<file path="config.mk">
export PLATFORM = sky130hd
export DESIGN_NAME = planar_pixel_fmt
export DESIGN_NICKNAME = d
export VERILOG_FILES = /design/src/rtl/ppf_pkg.sv /design/src/rtl/ppf_unpack.sv /design/src/rtl/ppf_serializer.sv /design/src/rtl/ppf_palette.sv /design/src/rtl/planar_pixel_fmt.sv
export SDC_FILE = /design/constraint.sdc
export NUM_CORES = 1
export LEC_CHECK = 0
export BUFFER_PORTS_ARGS = -buffer_cell sky130_fd_sc_hd__buf_2
export CORE_MARGIN = 2
export CORE_UTILIZATION = 45
export DETAILED_ROUTE_END_ITERATION = 8
export PLACE_DENSITY = 0.68
export SLEW_MARGIN = 20
export SYNTH_ARGS = -nofsm -noshare
export SYNTH_HDL_FRONTEND = slang
export SYNTH_HIERARCHICAL = 1
export SYNTH_SLANG_ARGS = --single-unit
</file>
<file path="constraint.sdc">
create_clock -name clk_i -period 3.95 [get_ports clk_i]
set_input_delay 0.395 -clock clk_i [delete_from_list [all_inputs] [get_ports clk_i]]
set_output_delay 0.395 -clock clk_i [all_outputs]
set_load 0.01 [all_outputs]
</file>
<file path="src/rtl/ppf_pkg.sv">
package ppf_pkg;
  localparam int PLANES  = 4;
  localparam int PLANE_W = 8;
  localparam int SLOTS   = 8;

  typedef enum logic [1:0] {
    FMT_ODD_EVEN = 2'b00,
    FMT_PLANAR   = 2'b01,
    FMT_PACKED   = 2'b10,
    FMT_PACKED_A = 2'b11
  } fmt_e;
endpackage

</file>
<file path="src/rtl/ppf_unpack.sv">
module ppf_unpack
  import ppf_pkg::*;
(
  input  logic [PLANES*PLANE_W-1:0]       dword_i,
  input  logic [1:0]                      fmt_i,
  output logic [SLOTS-1:0][PLANE_W-1:0]   pix_o
);
  localparam int HALF = SLOTS / 2;

  logic [SLOTS-1:0][PLANE_W-1:0] pix_oe, pix_pl, pix_pk;

  for (genvar k = 0; k < SLOTS; k++) begin : g_slot
    localparam int SH = PLANE_W - 2 - 2 * (k % HALF);
    localparam int HI = (k < HALF) ? 2 : 3;
    localparam int LO = (k < HALF) ? 0 : 1;

    // odd/even: paired planes, 2-bit fields
    assign pix_oe[k] = {{(PLANE_W-4){1'b0}},
                        dword_i[HI*PLANE_W+SH +: 2],
                        dword_i[LO*PLANE_W+SH +: 2]};

    // planar: one bit per plane
    for (genvar p = 0; p < PLANES; p++) begin : g_pl
      assign pix_pl[k][p] = dword_i[p*PLANE_W + PLANE_W-1-k];
    end
    assign pix_pl[k][PLANE_W-1:PLANES] = '0;

    // packed: byte per pixel, each doubled
    assign pix_pk[k] = dword_i[(k/2)*PLANE_W +: PLANE_W];
  end

  always_comb begin
    unique case (fmt_i)
      FMT_ODD_EVEN: pix_o = pix_oe;
      FMT_PLANAR:   pix_o = pix_pl;
      default:      pix_o = pix_pk;
    endcase
  end
endmodule

</file>
<file path="src/rtl/ppf_serializer.sv">
module ppf_serializer #(
  parameter int SLOTS = 8,
  parameter int PIX_W = 8
) (
  input  logic                        clk_i,
  input  logic                        rst_ni,
  input  logic                        load_i,
  input  logic [SLOTS-1:0][PIX_W-1:0] pix_i,
  input  logic                        wide_i,
  output logic                        busy_o,
  output logic [PIX_W-1:0]            pix_o,
  output logic                        wide_o
);
  localparam int CNT_W = $clog2(SLOTS);
  localparam logic [CNT_W-1:0] LAST = CNT_W'(SLOTS - 1);

  logic [SLOTS-1:0][PIX_W-1:0] buf_q;
  logic [CNT_W-1:0]            cnt_q;
  logic                        busy_q, wide_q;

  always_ff @(posedge clk_i or negedge rst_ni) begin
    if (!rst_ni) begin
      buf_q  <= '0;
      cnt_q  <= '0;
      busy_q <= 1'b0;
      wide_q <= 1'b0;
    end else if (load_i) begin
      buf_q  <= pix_i;
      cnt_q  <= '0;
      busy_q <= 1'b1;
      wide_q <= wide_i;
    end else if (busy_q) begin
      if (cnt_q == LAST) busy_q <= 1'b0;
      else               cnt_q  <= cnt_q + 1'b1;
    end
  end

  assign busy_o = busy_q;
  assign pix_o  = buf_q[cnt_q];
  assign wide_o = wide_q;

  // slots step one per dot clock until the last
  a_r2_slot_advance: assert property (@(posedge clk_i) disable iff (!rst_ni)
    (busy_q && !load_i && cnt_q != LAST) |=> (busy_q && cnt_q == $past(cnt_q) + 1'b1));

  // a new word restarts the sequence
  a_r2_load_restart: assert property (@(posedge clk_i) disable iff (!rst_ni)
    load_i |=> (busy_q && cnt_q == '0));
endmodule

</file>
<file path="src/rtl/ppf_palette.sv">
module ppf_palette #(
  parameter int DEPTH = 16,
  parameter int PAL_W = 6
) (
  input  logic                     clk_i,
  input  logic                     rst_ni,
  input  logic                     we_i,
  input  logic [$clog2(DEPTH)-1:0] waddr_i,
  input  logic [PAL_W-1:0]         wdata_i,
  input  logic [$clog2(DEPTH)-1:0] raddr_i,
  output logic [PAL_W-1:0]         rdata_o
);
  logic [PAL_W-1:0] mem_q [DEPTH];

  always_ff @(posedge clk_i or negedge rst_ni) begin
    if (!rst_ni) begin
      for (int i = 0; i < DEPTH; i++) mem_q[i] <= '0;
    end else if (we_i) begin
      mem_q[waddr_i] <= wdata_i;
    end
  end

  // read sees pre-write contents at a write edge
  assign rdata_o = mem_q[raddr_i];

  a_r7_write_lands: assert property (@(posedge clk_i) disable iff (!rst_ni)
    we_i |=> mem_q[$past(waddr_i)] == $past(wdata_i));
endmodule

</file>
<file path="src/rtl/planar_pixel_fmt.sv">
module planar_pixel_fmt
  import ppf_pkg::*;
#(
  parameter int PAL_DEPTH = 16,
  parameter int PAL_W     = 6,
  parameter int DAC_W     = 8
) (
  input  logic                      clk_i,
  input  logic                      rst_ni,
  input  logic                      dword_valid_i,
  input  logic [PLANES*PLANE_W-1:0] dword_i,
  input  logic [1:0]                fmt_i,
  input  logic [PLANES-1:0]         plane_en_i,
  input  logic [DAC_W-PAL_W-1:0]    color_sel_i,
  input  logic                      pal_we_i,
  input  logic [3:0]                pal_addr_i,
  input  logic [PAL_W-1:0]          pal_data_i,
  output logic                      pix_valid_o,
  output logic [DAC_W-1:0]          dac_idx_o
);
  localparam int AW = $clog2(PAL_DEPTH);

  logic [SLOTS-1:0][PLANE_W-1:0] unp;
  logic                          busy, wide;
  logic [PLANE_W-1:0]            cur_pix;
  logic [AW-1:0]                 pal_raddr;
  logic [PAL_W-1:0]              pal_rdata;
  logic                          vld_q;
  logic [DAC_W-1:0]              dac_q;

  ppf_unpack u_unpack (
    .dword_i (dword_i),
    .fmt_i   (fmt_i),
    .pix_o   (unp)
  );

  ppf_serializer #(.SLOTS(SLOTS), .PIX_W(PLANE_W)) u_ser (
    .clk_i  (clk_i),
    .rst_ni (rst_ni),
    .load_i (dword_valid_i),
    .pix_i  (unp),
    .wide_i (fmt_i[1]),
    .busy_o (busy),
    .pix_o  (cur_pix),
    .wide_o (wide)
  );

  assign pal_raddr = AW'(cur_pix[PLANES-1:0] & plane_en_i);

  ppf_palette #(.DEPTH(PAL_DEPTH), .PAL_W(PAL_W)) u_pal (
    .clk_i   (clk_i),
    .rst_ni  (rst_ni),
    .we_i    (pal_we_i),
    .waddr_i (pal_addr_i[AW-1:0]),
    .wdata_i (pal_data_i),
    .raddr_i (pal_raddr),
    .rdata_o (pal_rdata)
  );

  always_ff @(posedge clk_i or negedge rst_ni) begin
    if (!rst_ni) begin
      vld_q <= 1'b0;
      dac_q <= '0;
    end else begin
      vld_q <= busy;
      if (!busy)     dac_q <= '0;
      else if (wide) dac_q <= DAC_W'(cur_pix);
      else           dac_q <= {color_sel_i, pal_rdata};
    end
  end

  assign pix_valid_o = vld_q;
  assign dac_idx_o   = dac_q;

  a_r8_color_sel: assert property (@(posedge clk_i) disable iff (!rst_ni)
    (busy && !wide) |=> dac_idx_o[DAC_W-1:PAL_W] == $past(color_sel_i));

  a_r2_idle_zero: assert property (@(posedge clk_i) disable iff (!rst_ni)
    !busy |=> (!pix_valid_o && dac_idx_o == '0));
endmodule

</file>
# Word-level counts from Yosys, hierarchy flattened
# Cells that the tools add are included.
# totals
latchBits,0
mem_count,0
mem_bits_rw,0
inputBits,54
ff_bits,174
out_inout_bits,9
romBits,0
wordCells,61
# classes
n_reduce_logical,4
multipliers,0
mux,17
addsub,1
magnitude_cmp,4
bitwise_logic,3
n_shift,0
div,0
eq_ne,3
# op_table
operator,count
64-bit case mux with 2 select lines,1
96-bit bitwise mux,1
6-bit binary-select mux with 4-bit select,1
8-bit binary-select mux with 3-bit select,1
6-bit demux with 4-bit select,1
8-bit two-way mux,3
6-bit two-way mux,3
5-bit greater-or-equal comparator (second input constant),2
4-bit inverter with 5-bit output,2
3-bit two-way mux,3
5-bit by 1-bit < comparator with 1-bit output (second input constant),1
4-bit bitwise AND,1
3-bit by 4-bit < comparator with 1-bit output (second input constant),1
3-bit by 1-bit adder with 3-bit output (second input constant),1
3-bit == test (second input constant),1
1-bit two-way mux,3
2-bit by 1-bit == test with 1-bit output (second input constant),1
2-bit zero test,1
2-bit != test (second input constant),1
2-bit AND reduction,1
2-bit nonzero test,1
1-bit logical AND,1

# Longest topological paths before layout
# depth
ltp_word,9
mapped_depth,12
ltp_nobuf,8

# Modules after synthesis
# The synthesis kept the hierarchy.
# by_module_without_submodules
mod,area_per_inst_um2,instances,seq_area_each_um2,cells_each
ppf_palette,4436.8,1,2402.3,280
ppf_serializer,3124.2,1,1726.7,181
ppf_unpack,963.4,1,0.0,106
planar_pixel_fmt,391.6,1,225.2,30

# Worst setup path after synthesis
# No wires, ideal clock.
# synth_timing
path_type,reg-to-reg
startpoint,register u_ser.cnt_q[0]
endpoint,register dac_q[3] (netlist: dac_idx_o[3])
period_less_slack_ps,2777
t_arrival_ps,2656
path_stages_with_launch,13
path_buffers,4
setup_time_ps,120
setup_slack_ps,1173
required_time_ps,3830
path_cell_list,dfrtp_1 -> buf_6 -> buf_12 -> mux4_1 -> mux2_2 -> and2_1 -> buf_6 -> buf_6 -> mux4_1 -> a22oi_1 -> nand2_1 -> mux2i_1 -> nor2b_1
# synth_via
elab_chain_len,9
# synth_lines
element,line_no,source
start: declaration,ppf_serializer.sv:18,logic [CNT_W-1:0] cnt_q;
start signal: assignment,ppf_serializer.sv:34,else cnt_q <= cnt_q + 1'b1;
8-bit binary-select mux with 3-bit select,ppf_serializer.sv:39,assign pix_o = buf_q[cnt_q];
8-bit two-way mux (implied by the code),ppf_serializer.sv:39,
net cur_pix[0],planar_pixel_fmt.sv:25,logic [PLANE_W-1:0] cur_pix;
4-bit bitwise AND,planar_pixel_fmt.sv:48,assign pal_raddr = AW'(cur_pix[PLANES-1:0] & plane_en_i);
net pal_raddr[0],planar_pixel_fmt.sv:26,logic [AW-1:0] pal_raddr;
4-bit inverter with 5-bit output (implied by the code),ppf_palette.sv:24,assign rdata_o = mem_q[raddr_i];
6-bit binary-select mux with 4-bit select,ppf_palette.sv:24,
6-bit two-way mux (implied by the code) (2 in a row),ppf_palette.sv:24,
net pal_rdata[3],planar_pixel_fmt.sv:27,logic [PAL_W-1:0] pal_rdata;
8-bit two-way mux,planar_pixel_fmt.sv:67,else if (wide) dac_q <= DAC_W'(cur_pix);
8-bit two-way mux,planar_pixel_fmt.sv:66,if (!busy) dac_q <= '0;
end signal: assignment,planar_pixel_fmt.sv:67,
end signal: assignment,planar_pixel_fmt.sv:68,"else dac_q <= {color_sel_i, pal_rdata};"
end: declaration,planar_pixel_fmt.sv:29,logic [DAC_W-1:0] dac_q;
# The timed path passes the listed nets, and every way through them passes these cells. The select of a mux whose other input is x is not followed.
# A chain may end at the register's enable or synchronous reset.

# Final worst setup path
# layout_timing
startpoint,register u_ser.cnt_q[0]
endpoint,register dac_q[0] (netlist: dac_idx_o[0])
# Same word-level chain as after synthesis.

==> flow_summary.json <==
{
  "yosysSeqAreaShare_pct": 48.8,
  "synth.top_cell.area_share_pct": 48.8,
  "place_hpwl_um": 13800,
  "startpoint_type": "register",
  "finalSetupTns_ns": 0,
  "required_ns": 4.25,
  "die_y_um": 145,
  "worstMarginPinSlew_ns": 1.13,
  "avgSynthCellArea_um2": 14.9,
  "r2r_setup_slack_ns": 0.59,
  "clock_path_buffers": 2,
  "clock_skew_ns": 0.0109,
  "final_nets": 687,
  "rsz0062_at_grt": "no",
  "path_delay_family": "multiplexers",
  "cts_tree": "built",
  "antenna_found_initial": 0,
  "cts_root_buffer": "clkbuf_16",
  "die-area_um2": 21000,
  "final_hold_viol_count": 0,
  "synthFlopType": "dfrtp_1",
  "fin_area_um2": 9870,
  "p_leak_uw": 0.00432,
  "slowest_stage": "and2_1",
  "drt_pass1_iterations": 4,
  "min_path_type": "input pin to asynchronous set/reset pin",
  "yosysWarnings": 6,
  "die_w_um": 145,
  "place_area_um2": 9260,
  "numPortBuffers": 62,
  "setup_violations": 0,
  "grt_pass1_vias": 5506,
  "cts_sinks": 174,
  "synth-edff-count": 0,
  "antenna_left": 0,
  "drv_slew": 0,
  "coreArea_um2": 19500,
  "post_cts_buffers": 0,
  "drc_errors": 0,
  "status": "finished, final reports clean",
  "syn-cell-area_um2": 8920,
  "num_rows": 51,
  "drive_gt1_share_pct": 52.5,
  "cts_made_buffers": 17,
  "initial_core_util_pct": 45.8,
  "path_cells": "mux4_1, mux2_2, and2_1, buf_4, mux4_1, a22oi_1, nand2_1, mux2i_1, nor2b_1",
  "ys_types": 30,
  "cap_violations": 0,
  "power_density_nw_per_um2": 514,
  "htreeDepth": 4,
  "critPathMostFrequentCell": "mux4_1",
  "routedWlPerCell_um": 22.0,
  "clk_latency_ns": 0.43,
  "yosys-top-cells-count": "222 x mux2_2, 174 x dfrtp_1, 28 x mux4_1, 21 x and2_1",
  "path_class": "register to register",
  "ctsResizeCount": 0,
  "insertedDiodeCount": 0,
  "hold_buffers": 0,
  "viasPerCell": 5.67,
  "boundaryPins": 63,
  "synth_most_common_cell": "mux2_2",
  "async_flop_share_pct": 100,
  "fill_cells": 1678,
  "vias": 5151,
  "cts.clk_slew.worst_paths_ns": 0.07,
  "period_share_pct": 85.0,
  "track_usage_pct": 20.2,
  "end_kind": "register",
  "grt_max_degree": 114,
  "fin_crit_ns": 3.36,
  "synth_area_leaders": "dfrtp_1 49%, mux2_2 28%, mux4_1 8.3%",
  "drt_iter0_markers": 224,
  "path_buf_inv": 1,
  "ys_ff_latch": 174,
  "synth_top_cell_by_area": "dfrtp_1",
  "max_freq_mhz": 298,
  "grt_pass1_wl_um": 31300,
  "worstPathMaxFanout": 16,
  "gp_congestion": 0.797,
  "peakVddDrop_mv": 0.296,
  "wirelength_um": 20000,
  "slowest_delay_ns": 0.80,
  "synthCells": 597,
  "relSlewSlack_pct": 24.4,
  "worstPathArrival_ns": 3.66,
  "synth_nets": 653,
  "overflow": 0,
  "syn2layout_area_growth_pct": 10.7
}
-- flip-flops by register name (all words and copies together), names as in the netlist --
register,flops
u_ser/wide_o,1
u_ser/busy_o,1
u_pal/mem_q,96
dac_idx_o,8
pix_valid_o,1
u_ser/cnt_q,3
u_ser/buf_q,64
-- area by class of cell --
type                            count  area (um^2)  share of cell area [%]
Multi-Input combinational cell    367         4190                    42.5
Tap cell                          265          332                    3.36
Clock inverter                     15          183                    1.85
Clock buffer                       17          425                    4.31
Sequential cell                   174         4350                    44.1
Timing Repair Buffer               71          387                    3.92
-- metal layers --
metal	wire (um)	vias to the layer above	part of all wire [%]	GRT usage [%]
met1	8500	2726	43	25.2
li1	-	2288	-	-
met5	0	-	0	0
met3	626	27	3.1	4.05
met2	10400	110	52	35.0
met4	440	0	2.2	7.15
-- worst reg2reg max path, stage by stage, from the launching register on --
cell	delay, ns
dfrtp_1	0.45
mux4_1	0.36
mux2_2	0.17
and2_1	0.80
buf_4	0.35
mux4_1	0.59
a22oi_1	0.22
nand2_1	0.10
mux2i_1	0.14
nor2b_1	0.08
-- kinds of logic after synthesis --
family                     synth area share, %
buffers and inverters                     4.17
and+or+nand+nor                           4.38
AOI/OAI and AO/OA                         1.18
xor gates and xnor gates                0.0982
adders and majority gates                0.281
muxes                                     41.1
DFF                                       48.8
-- power breakdown --
part | internal (uW) | total, uW | switching, uW | leakage (uW)
clock | 1000 | 1730 | 728 | 0.000299
combinational | 594 | 1030 | 437 | 0.00189
sequential | 2120 | 2310 | 198 | 0.00213
-- path summary, 6_finish.rpt --
kind                              endpoint  depth (start not counted)            start
max                           dac_idx_o[0]                          9   u_ser/cnt_q[0]
min                        u_ser/buf_q[43]                          1           rst_ni
max reg2reg                   dac_idx_o[0]                          9   u_ser/cnt_q[0]
min reg2reg                u_pal/mem_q[84]                          1  u_pal/mem_q[84]
max in group asynchronous  u_pal/mem_q[80]                          2           rst_ni
min in group clk_i            dac_idx_o[6]                          3   color_sel_i[0]
-- placed cells by master, fill, tap and decap left out, types with 2 or more instances in the layout --
| cell | count |
|---|---|
| mux2_2 | 222 |
| nand2_1 | 11 |
| mux2i_1 | 13 |
| or3_1 | 2 |
| mux4_2 | 11 |
| nand3b_1 | 3 |
| bufinv_16 | 3 |
| ha_1 | 2 |
| and2_1 | 21 |
| clkinv_2 | 3 |
| nor2_1 | 15 |
| buf_2 | 61 |
| o21ai_0 | 3 |
| mux2_1 | 2 |
| a22oi_1 | 12 |
| clkinv_4 | 3 |
| buf_4 | 9 |
| mux4_1 | 28 |
| nor2b_1 | 11 |
| dfrtp_1 | 174 |
| clkbuf_16 | 17 |
| nand2b_1 | 4 |
| inv_6 | 5 |
-- per-stage QoR --
step	instances	util (%)	hold WS, ns	setup slack (ns)	power (uW)
after floorplan	597	-	0.0994	1.17	3040
after global placement	877	47.6	0.481	0.634	3320
after detailed placement	877	47.6	0.487	0.577	3380
after CTS	909	50.7	0.161	0.550	5130
after global routing	909	50.7	0.141	0.386	5320
final	909	50.7	0.0239	0.591	5080
(Power assumes the default switching activity.)
